==> src/rtl/bsq_pkg.sv <==
package bsq_pkg;
  typedef enum logic [1:0] {
    OP_HOLD = 2'd0,
    OP_STEP = 2'd1,
    OP_LOAD = 2'd2
  } bsq_op_e;
endpackage

==> src/rtl/bsq_ctrl_decode.sv <==
module bsq_ctrl_decode
  import bsq_pkg::*;
(
  input  logic    strobe_proc_n,
  input  logic    strobe_ctrl_n,
  input  logic    adv_n,
  output bsq_op_e op
);
  // Either strobe outranks an advance request on the same edge.
  always_comb begin
    if (!strobe_proc_n || !strobe_ctrl_n) op = OP_LOAD;
    else if (!adv_n)                      op = OP_STEP;
    else                                  op = OP_HOLD;
  end
endmodule

==> src/rtl/bsq_base_reg.sv <==
module bsq_base_reg
  import bsq_pkg::*;
#(
  parameter int ADDR_W = 17
) (
  input  logic              clk,
  input  logic              rst,
  input  bsq_op_e           op,
  input  logic [ADDR_W-1:0] addr_in,
  output logic [ADDR_W-1:0] base_q
);
  always_ff @(posedge clk) begin
    if (rst)                 base_q <= '0;
    else if (op == OP_LOAD)  base_q <= addr_in;
  end
endmodule

==> src/rtl/bsq_beat_ctr.sv <==
module bsq_beat_ctr
  import bsq_pkg::*;
#(
  parameter int CNT_W = 2
) (
  input  logic             clk,
  input  logic             rst,
  input  bsq_op_e          op,
  output logic [CNT_W-1:0] beat_q
);
  always_ff @(posedge clk) begin
    if (rst) beat_q <= '0;
    else begin
      unique case (op)
        OP_LOAD: beat_q <= '0;
        OP_STEP: beat_q <= beat_q + 1'b1;  // natural wrap inside the group
        default: beat_q <= beat_q;
      endcase
    end
  end
endmodule

==> src/rtl/bsq_order_map.sv <==
module bsq_order_map #(
  parameter int CNT_W = 2
) (
  input  logic [CNT_W-1:0] start,
  input  logic [CNT_W-1:0] beat,
  input  logic             order_il,
  output logic [CNT_W-1:0] low
);
  logic [CNT_W-1:0] lin_low;
  logic [CNT_W-1:0] il_low;

  assign lin_low = start + beat;
  genvar i;
  generate
    for (i = 0; i < CNT_W; i++) begin : g_il
      assign il_low[i] = start[i] ^ beat[i];
    end
  endgenerate

  assign low = order_il ? il_low : lin_low;
endmodule

==> src/rtl/burst_addr_seq.sv <==
module burst_addr_seq
  import bsq_pkg::*;
#(
  parameter int ADDR_W = 17,
  parameter int CNT_W  = 2
) (
  input  logic              clk,
  input  logic              rst,
  input  logic [ADDR_W-1:0] addr_in,
  input  logic              strobe_proc_n,
  input  logic              strobe_ctrl_n,
  input  logic              adv_n,
  input  logic              order_il,
  output logic [ADDR_W-1:0] addr_out,
  output logic [CNT_W-1:0]  beat_out
);
  localparam int UP_W = ADDR_W - CNT_W;

  bsq_op_e           op;
  logic [ADDR_W-1:0] base_q;
  logic [CNT_W-1:0]  beat_q;
  logic [CNT_W-1:0]  low;

  bsq_ctrl_decode u_dec (
    .strobe_proc_n (strobe_proc_n),
    .strobe_ctrl_n (strobe_ctrl_n),
    .adv_n         (adv_n),
    .op            (op)
  );

  bsq_base_reg #(.ADDR_W(ADDR_W)) u_base (
    .clk     (clk),
    .rst     (rst),
    .op      (op),
    .addr_in (addr_in),
    .base_q  (base_q)
  );

  bsq_beat_ctr #(.CNT_W(CNT_W)) u_ctr (
    .clk    (clk),
    .rst    (rst),
    .op     (op),
    .beat_q (beat_q)
  );

  bsq_order_map #(.CNT_W(CNT_W)) u_map (
    .start    (base_q[CNT_W-1:0]),
    .beat     (beat_q),
    .order_il (order_il),
    .low      (low)
  );

  assign addr_out = {base_q[ADDR_W-1:CNT_W], low};
  assign beat_out = beat_q;

  logic [UP_W-1:0] unused_up;
  assign unused_up = base_q[ADDR_W-1:CNT_W];
endmodule

==> config.mk <==
export PLATFORM = sky130hd
export DESIGN_NAME = burst_addr_seq
export DESIGN_NICKNAME = d
export VERILOG_FILES = /design/src/rtl/bsq_pkg.sv /design/src/rtl/bsq_ctrl_decode.sv /design/src/rtl/bsq_base_reg.sv /design/src/rtl/bsq_beat_ctr.sv /design/src/rtl/bsq_order_map.sv /design/src/rtl/burst_addr_seq.sv
export SDC_FILE = /design/constraint.sdc
export NUM_CORES = 1
export LEC_CHECK = 0
export BUFFER_PORTS_ARGS = -buffer_cell sky130_fd_sc_hd__buf_4
export CORE_MARGIN = 5
export CORE_UTILIZATION = 44
export CTS_CLUSTER_DIAMETER = 30
export DETAILED_ROUTE_END_ITERATION = 6
export PLACE_DENSITY = 0.86
export SYNTH_ARGS = -nofsm -noshare
export SYNTH_HDL_FRONTEND = slang
export SYNTH_SLANG_ARGS = --single-unit
==> constraint.sdc <==
create_clock -name clk -period 1 [get_ports clk]
set_input_delay 0.15 -clock clk [delete_from_list [all_inputs] [get_ports clk]]
set_output_delay 0.15 -clock clk [all_outputs]
set_load 0.02 [all_outputs]
==> results of run 1 <==
[worst register-to-register path, delay by kind of cell (launching register included)]
kind,cells,cell delay [ps]
DFF,1,360
and+or+nand+nor,2,290
buffers and inverters,1,140
xor gates and xnor gates,1,120
[placed cells by master, fill, tap and decap left out, types with 2 or more instances in the layout]
cell type   n
clkbuf_4    3
nand2_1    32
a21oi_2    10
a21oi_1     7
nor2b_4     2
buf_6       5
buf_4      39
dfxtp_1    16
dfxtp_2     2
nand2_2     3
[registers in the layout, indices dropped and copies added (netlist names)]
| signal | flops |
|---|---|
| u_ctr.beat_q | 2 |
| u_base.base_q | 17 |
[power by group through the flow]
stage / Clock [mW] / Sequential [mW] / Combinational, mW
2_1_floorplan: 0 / 0.838 / 0.240
3_3_place_gp: 0 / 0.840 / 0.316
3_5_place_dp: 0 / 0.842 / 0.322
4_1_cts: 0.380 / 0.825 / 0.332
5_1_grt: 0.413 / 0.832 / 0.356
6_report: 0.369 / 0.824 / 0.330
[routing by layer]
metal  up-vias  routed length [um]
met3         6                  78
met2        20                 998
li1        363                   -
met5         -                   0
met4         0                  59
met1       311                 684
[logic make-up (layout without fill, tap and decap cells)]
group,after synthesis,in the layout
xor+xnor,3,3
fa+ha+maj,1,1
flops,19,19
simple gates,41,41
buf+inv,20,48
compound gates,17,17
[final timing paths]
check | start | endpoint | slack [ps] | cells past startpoint
max | u_base.base_q[0] | addr_out[1] | -350 | 4
min | addr_in[0] | u_base.base_q[0] | 110 | 3
max reg2reg | u_ctr.beat_q[0] | u_ctr.beat_q[1] | 20 | 4
min reg2reg | u_base.base_q[7] | u_base.base_q[7] | 460 | 2
[timing repair]
item | 4_1_cts | 5_1_grt
gates resized for setup | 8 | 1
endpoints found under the setup margin | 5 | 5
pin swaps | 2 | 1
setup buffers | 0 | 1
[metrics by stage]
step           hold slack [ps]  util [%]  TNS [ps]
3_3_place_gp             407.0     57.99    -80.98
5_1_grt                  99.42     61.21    -819.4
4_1_cts                  102.8     60.57    -612.1
3_5_place_dp             411.6     57.99    -120.4
6_report                 110.3     61.21    -563.4
2_1_floorplan            290.5         -    -2.858
[cells in the mapped netlist]
master     n
buf_4     15
buf_2      2
nand2_1   32
ha_1       1
xnor2_1    3
a21oi_1    7
nor4_1     1
nor2b_1    3
buf_12     1
nor3_1     1
nand2_2    3
clkbuf_2   1
and2_4     1
dfxtp_1   19
buf_8      1
a21oi_2   10
[cell type report]
| type | instances | area (um^2) |
|---|---|---|
| tap | 27 | 33.78 |
| multi-input combinational | 62 | 392.9 |
| sequential | 19 | 386.6 |
| fill | 167 | 753.2 |
| clock buffer | 4 | 26.28 |
| timing repair buffer | 44 | 349.1 |
==> impl_metrics.tcl, run 1 <==
set metrics [dict create \
    run_status "complete, but fails checks" \
    violations "negative setup slack" \
    drc_errors 0 \
    dr_total_vias 700 \
    max_stage_delay_ps 370 \
    clk_pin_slew_ps 100 \
    vias_per_cell 4.487 \
    startpoint_type "register" \
    grt_pass1_vias 707 \
    start_util_pct 45.43 \
    ant_nets 0 \
    gp_congestion 0.6010 \
    wl_per_cell_um 11.67 \
    antenna_found_initial 0 \
    syn_area_um2 882.1 \
    synth_area_leaders "dfxtp_1 43%, nand2_1 14%, buf_4 13%" \
    required_ps 850 \
    fin_crit_sh_pct 134.6 \
    ir_drop_uv 796.2 \
    final_hold_viol_count 0 \
    max_cap_violations 0 \
    dp.final_hpwl_um 1377 \
    syn_inst 101 \
    critical-path-top-delay-family "flip-flops" \
    firstDrtPassIters 4 \
    fmax_mhz 742.8 \
    finalInstanceArea_um2 1189 \
    final_cells 156 \
    overflow 0 \
    io_buffers 41 \
    placed_cells_incl_taps 151 \
    p_leak_nw 0.5272 \
    synthXorXnorAreaFrac_pct 2.979 \
    clock_skew_ps 5.394 \
    seqPwrFrac_pct 54.1 \
    endpoint_kind "output port" \
    std_cell_rows 16 \
    fin_crit_ps 1346 \
    comb_power_share_pct 21.6 \
    syn_area_per_cell_um2 8.734 \
    synth_compound_area_share_pct 13.90 \
    crit_path_top_delay_cell "dfxtp_2" \
    cts_root_buffer "clkbuf_4" \
    drt-total-wl_um 1820 \
    cp.arrival_ps 1200 \
    ys_ff_latch 19 \
    core_area_um2 1942 \
    fin_total_pwr_mw 1.523 \
    nets 154 \
    relSlewSlack_pct 76.67 \
    clock_sinks 19 \
    syn_to_final_growth_pct 34.75 \
    busiest_layer "met2" \
    cts_tree "yes" \
    holdBufCountCts 0 \
    drive_gt1_share_pct 53.49 \
    use_met3_pct 1.362 \
    tightest_slew_ps 348.7 \
    pwr-share-clk_pct 24.2 \
    yosys_warnings 0 \
    cp_cell_sequence "ha_4 -> nor2b_4 -> xnor2_4 -> buf_6" \
    die_area_um2 3000 \
    cts-htree-levels 1 \
    synthMuxAreaShare_pct 0 \
    p_sw_share_pct 26.52 \
    io_pins 42 \
    grt_pass1_wl_um 2911 \
    p_per_area_nw_per_um2 1281 \
    synth_simple_gate_area_share_pct 20.14 \
    met2_usage_pct 24.41 \
    path_max_fanout 2 \
    diodes 0 \
    rsz0062_at_grt "true" \
    ys_seq_area_share_pct 43.12 \
    place_ws_ps -120.4 \
    use_met1_pct 14.17 \
    groute.usage.overall_pct 13.50 \
    yosys.area.top_type "dfxtp_1" \
    p_int_mw 1.119 \
    synthesis.nets 125 \
    insertion_delay_ps 280 \
    grt_start_max_net_pins 20 \
    synth_top_family_by_area "simple AND/OR/NAND/NOR gates" \
    die_w_um 54.78 \
    die-height_um 54.78 \
    synthAdderAreaFrac_pct 1.418 \
    p_switching_mw 0.4040 \
    numCtsBuffers 3 \
    synth_top_area_share_pct 43.12 \
    postPlaceCellArea_um2 1126 \
    cp.buffers_inverters 1 \
    hold_class "input pin to register" \
    worst_slack_ps -346.3 \
    ys_types 16 \
    setup_viol 4 \
    cts_max_path_buffers 2 \
    drt_iter0_markers 1 \
    worstSetupPathType "register to output port" \
    slew_viol_final 0 \
]
No activity file was read; power rests on OpenSTA's default activity.
==> inputs of run 2 (changes only) <==
CORE_MARGIN = 3   (was 5)
==> impl_metrics.tcl, run 2 (same netlist as run 1, synthesis figures left out) <==
set metrics [dict create \
    violations "negative setup slack" \
    max_stage_delay_ps 370 \
    largest_reg_flops 17 \
    final_common_cell "buf_4" \
    cp-startpoint "u_ctr.beat_q[0]" \
    dr_total_vias 693 \
    numCtsBuffers 3 \
    clock_skew_ps 0.6496 \
    final_hold_viol_count 0 \
    wl_per_cell_um 10.75 \
    wl_met2_um 937 \
    hold_class "input pin to register" \
    overflow 0 \
    fmax_mhz 744.3 \
    syn_to_final_growth_pct 37.45 \
    gp_congestion 0.6561 \
    cts-htree-levels 1 \
    critical-path-top-delay-family "flip-flops" \
    slew_viol_final 0 \
    ir_drop_uv 773.3 \
    insertion_delay_ps 280 \
    startpoint_type "register" \
    rsz0062_at_grt "true" \
    top_register "u_base.base_q" \
    cp.arrival_ps 1190 \
    required_ps 850 \
    r2r_setup_slack_ps -40 \
    fin_crit_ps 1343 \
    p_per_area_nw_per_um2 1257 \
    die_area_um2 2578 \
    cp_cell_sequence "ha_4 -> nor2b_4 -> xnor2_4 -> buf_6" \
    io_buffers 41 \
    postPlaceCellArea_um2 1124 \
    worst_slack_ps -343.5 \
    r2r_end "u_ctr.beat_q[1]" \
    top_regs "u_base.base_q (17), u_ctr.beat_q (2)" \
    antenna_found_initial 0 \
    reg2reg_depth 5 \
    worstSetupPathType "register to output port" \
    core_area_um2 1802 \
    drive_gt1_share_pct 56.15 \
    dp.final_hpwl_um 1281 \
    top_layer "met4" \
    diodes 0 \
    relSlewSlack_pct 77.15 \
    cts_root_buffer "clkbuf_4" \
    finalInstanceArea_um2 1212 \
    std_cell_rows 15 \
    cts_max_path_buffers 2 \
    ant_nets 0 \
    start_util_pct 48.96 \
    tightest_slew_ps 341.5 \
    fin_crit_sh_pct 134.3 \
    fin_total_pwr_mw 1.524 \
    nets 155 \
    clk_pin_slew_ps 110 \
    path_max_fanout 2 \
    layout_common_cells "39 x buf_4, 32 x nand2_1, 15 x dfxtp_1, 10 x a21oi_2, 7 x a21oi_1" \
    io_pins 42 \
    fillers 156 \
    firstDrtPassIters 3 \
    clock_sinks 19 \
    holdBufCountCts 0 \
    cp.buffers_inverters 1 \
    die_w_um 50.78 \
    critical_path_depth 4 \
    hold_path.startpoint "addr_in[15]" \
    grt_pass1_vias 706 \
    crit_end "addr_out[1]" \
    vias_per_cell 4.471 \
    grt_pass1_wl_um 2794 \
    grt_start_max_net_pins 20 \
    endpoint_kind "output port" \
    drt_iter0_markers 3 \
    run_status "complete, but fails checks" \
    dr_wl_met3_um 59 \
    max_cap_violations 0 \
    groute.usage.overall_pct 14.13 \
    setup_viol 5 \
    die-height_um 50.78 \
    rr_startpoint "u_ctr.beat_q[0]" \
    cts_tree "yes" \
    crit_path_top_delay_cell "dfxtp_4" \
    drt-total-wl_um 1667 \
    routedLengthMet1_um 648 \
    p_leak_nw 0.5354 \
    drc_errors 0 \
]
[run 2: report_power, final]
| part | leakage [nW] | switching, mW | internal, mW |
|---|---|---|---|
| Sequential | 0.159 | 0.0244 | 0.799 |
| Clock | 0.0150 | 0.213 | 0.154 |
| Combinational | 0.361 | 0.164 | 0.169 |
[run 2: through the flow]
step	setup slack (ps)	hold slack, ps	util (%)	instances	TNS [ps]
floorplan	-2.858	290.5	-	101	-2.858
global placement	-79.94	408.4	62.36	149	-79.94
detailed placement	-99.81	412.3	62.36	149	-99.81
CTS	-359.0	104.9	66.04	154	-786.9
global route	-417.0	86.37	67.29	155	-974.8
finish	-343.5	107.4	67.29	155	-687.3
[run 2: repair_timing]
| action | CTS | global route |
|---|---|---|
| setup endpoints to repair | 5 | 7 |
| resized for setup | 10 | 3 |
| hold endpoints to repair | 0 | 0 |
| buffers inserted | 1 | 1 |
| pin swaps | 5 | 2 |
[run 2: how the worst min path moves through the flow]
| stage | cells past startpoint | endpoint |
|---|---|---|
| floorplan | 2 | u_base.base_q[10] |
| global placement | 3 | u_base.base_q[10] |
| detailed placement | 3 | u_base.base_q[6] |
| CTS | 3 | u_base.base_q[6] |
| global route | 3 | u_base.base_q[0] |
| finish | 3 | u_base.base_q[15] |
[run 2: routing by layer]
layer / track usage, % / up-vias
met5: 0 / -
met4: 6.726 / 0
met3: 2.077 / 2
met2: 28.48 / 16
met1: 13.58 / 313
li1: - / 362
[run 2: area by class of cell]
cell class	instances	area [um^2]	share of cell area, %
multi-input cells	62	406.6	33.54
flip-flops and latches	19	387.9	31.99
repair buffers	45	360.3	29.72
well taps	25	31.28	2.580
clock buffers	4	26.28	2.167
[run 2: worst min-delay path: stages]
cell,delay (ps)
buf_4,110
nand2_1,60
a21oi_2,50
==> inputs of run 3 (changes only) <==
TNS_END_PERCENT = 10   (was not set)
==> impl_metrics.tcl, run 3 (same netlist as run 1, synthesis figures left out) <==
set metrics [dict create \
    postCtsSetupBuffers 0 \
    drc_errors 0 \
    final_hold_viol_count 0 \
    placed_cells_incl_taps 149 \
    p_per_area_nw_per_um2 1285 \
    path_max_fanout 2 \
    timing.hold.ws_ps 107.5 \
    final_common_cell "buf_4" \
    finalInstanceArea_um2 1181 \
    groute.usage.overall_pct 13.44 \
    p_switching_mw 0.3993 \
    worst_slack_ps -343.7 \
    firstDrtPassIters 2 \
    ant_nets 0 \
    endpoint_kind "output port" \
    p_leak_nw 0.5222 \
    dp.final_hpwl_um 1281 \
    setup_viol 4 \
    required_ps 850 \
    largest_reg_flops 17 \
    std_cell_rows 15 \
    reg2reg_depth 4 \
    min_path_cells 3 \
    run_status "complete, but fails checks" \
    start_util_pct 48.96 \
    die_area_um2 2578 \
    cts_tree "yes" \
    clk_pin_slew_ps 110 \
    clock_sinks 19 \
    clock_skew_ps 0.6471 \
    cp.arrival_ps 1190 \
    p_int_mw 1.119 \
    tightest_slew_ps 340.0 \
    crit_end "addr_out[1]" \
    grt_pass1_wl_um 2670 \
    cts-htree-levels 1 \
    startpoint_type "register" \
    io_pins 42 \
    postPlaceCellArea_um2 1124 \
    cp-startpoint "u_ctr.beat_q[0]" \
    fillers 156 \
    overflow 0 \
    die_w_um 50.78 \
    seqPwrFrac_pct 54.3 \
    cts_root_buffer "clkbuf_4" \
    comb_power_share_pct 21.5 \
    io_buffers 41 \
    gp_congestion 0.6561 \
    die-height_um 50.78 \
    grt_start_max_net_pins 20 \
    r2r_setup_slack_ps 10 \
    final_cells 153 \
    fmax_mhz 744.2 \
    rsz0062_at_grt "true" \
    ir_drop_uv 767.5 \
    relSlewSlack_pct 77.25 \
    fin_crit_ps 1344 \
    vias_per_cell 4.536 \
    drt_iter0_markers 4 \
    wl_per_cell_um 10.63 \
    insertion_delay_ps 280 \
    diodes 0 \
    holdBufCountCts 0 \
    slew_viol_final 0 \
    violations "negative setup slack" \
    fin_crit_sh_pct 134.4 \
    p_sw_share_pct 26.30 \
    drive_gt1_share_pct 54.69 \
    dr_total_vias 694 \
    grt_pass1_vias 671 \
    antenna_found_initial 0 \
    nets 153 \
    worstSetupPathType "register to output port" \
    pwr-share-clk_pct 24.2 \
    hold_class "input pin to register" \
    hold_path.startpoint "addr_in[15]" \
    numCtsBuffers 3 \
    r2r_end "u_ctr.beat_q[1]" \
    rr_startpoint "u_ctr.beat_q[0]" \
    drt-total-wl_um 1626 \
    final_util_pct 65.56 \
    layout_common_cells "38 x buf_4, 32 x nand2_1, 15 x dfxtp_1, 10 x a21oi_2, 7 x a21oi_1" \
    syn_to_final_growth_pct 33.90 \
    top_register "u_base.base_q" \
    core_area_um2 1802 \
    top_regs "u_base.base_q (17), u_ctr.beat_q (2)" \
    cts_max_path_buffers 2 \
    max_cap_violations 0 \
]
## run 3: cell count changes in the layout (fill, tap and decap cells not counted)
cell and change:
buf_4 -1, xnor2_2 -1, buf_6 -1, xnor2_1 +1, nor2b_2 +1, nor2b_4 -1
## run 3: power groups by stage
stage / Combinational, mW / Sequential [mW] / Clock, mW
5_1_grt: 0.351 / 0.829 / 0.431
3_5_place_dp: 0.322 / 0.841 / 0
6_report: 0.327 / 0.824 / 0.368
3_3_place_gp: 0.315 / 0.840 / 0
4_1_cts: 0.330 / 0.824 / 0.384
2_1_floorplan: 0.240 / 0.838 / 0
## run 3: worst max-delay path: stages, from the launching register on
cell and delay [ps]:
dfxtp_4 370, ha_4 120, nor2b_4 170, xnor2_4 120, buf_6 130
## run 3: stage by stage
stage / setup slack, ps / power [mW] / setup TNS, ps
after floorplan: -2.858 / 1.078 / -2.858
after global placement: -79.94 / 1.155 / -79.94
after detailed placement: -99.81 / 1.163 / -99.81
after CTS: -359.3 / 1.539 / -609.1
after global routing: -401.2 / 1.612 / -790.4
final: -343.7 / 1.518 / -549.0
## run 3: worst min path at each step
| stage | end |
|---|---|
| after floorplan | u_base.base_q[10] |
| after global placement | u_base.base_q[10] |
| after detailed placement | u_base.base_q[6] |
| after CTS | u_base.base_q[6] |
| after global routing | u_base.base_q[0] |
| final | u_base.base_q[15] |
## run 3: layout make-up
cell class	instances	area [um^2]	share of cell area, %
Multi-Input combinational cell	62	394.1	33.37
Sequential cell	19	387.9	32.84
Timing Repair Buffer	43	341.6	28.92
Tap cell	25	31.28	2.648
Clock buffer	4	26.28	2.225
## run 3: per-layer routing
| metal | GRT usage, % | vias up | wire [um] |
|---|---|---|---|
| met5 | 0 | - | 0 |
| met1 | 13.39 | 317 | 637 |
| li1 | - | 359 | - |
| met2 | 26.30 | 16 | 907 |
| met3 | 2.077 | 2 | 59 |
| met4 | 6.726 | 0 | 22 |
## run 3: timing repair
| action | in CTS | in global routing |
|---|---|---|
| endpoints found under the setup margin | 5 | 7 |
| resized for setup | 8 | 2 |
| pin swaps | 2 | 1 |
| cloned | 0 | 0 |
| hold endpoints to repair | 0 | 0 |
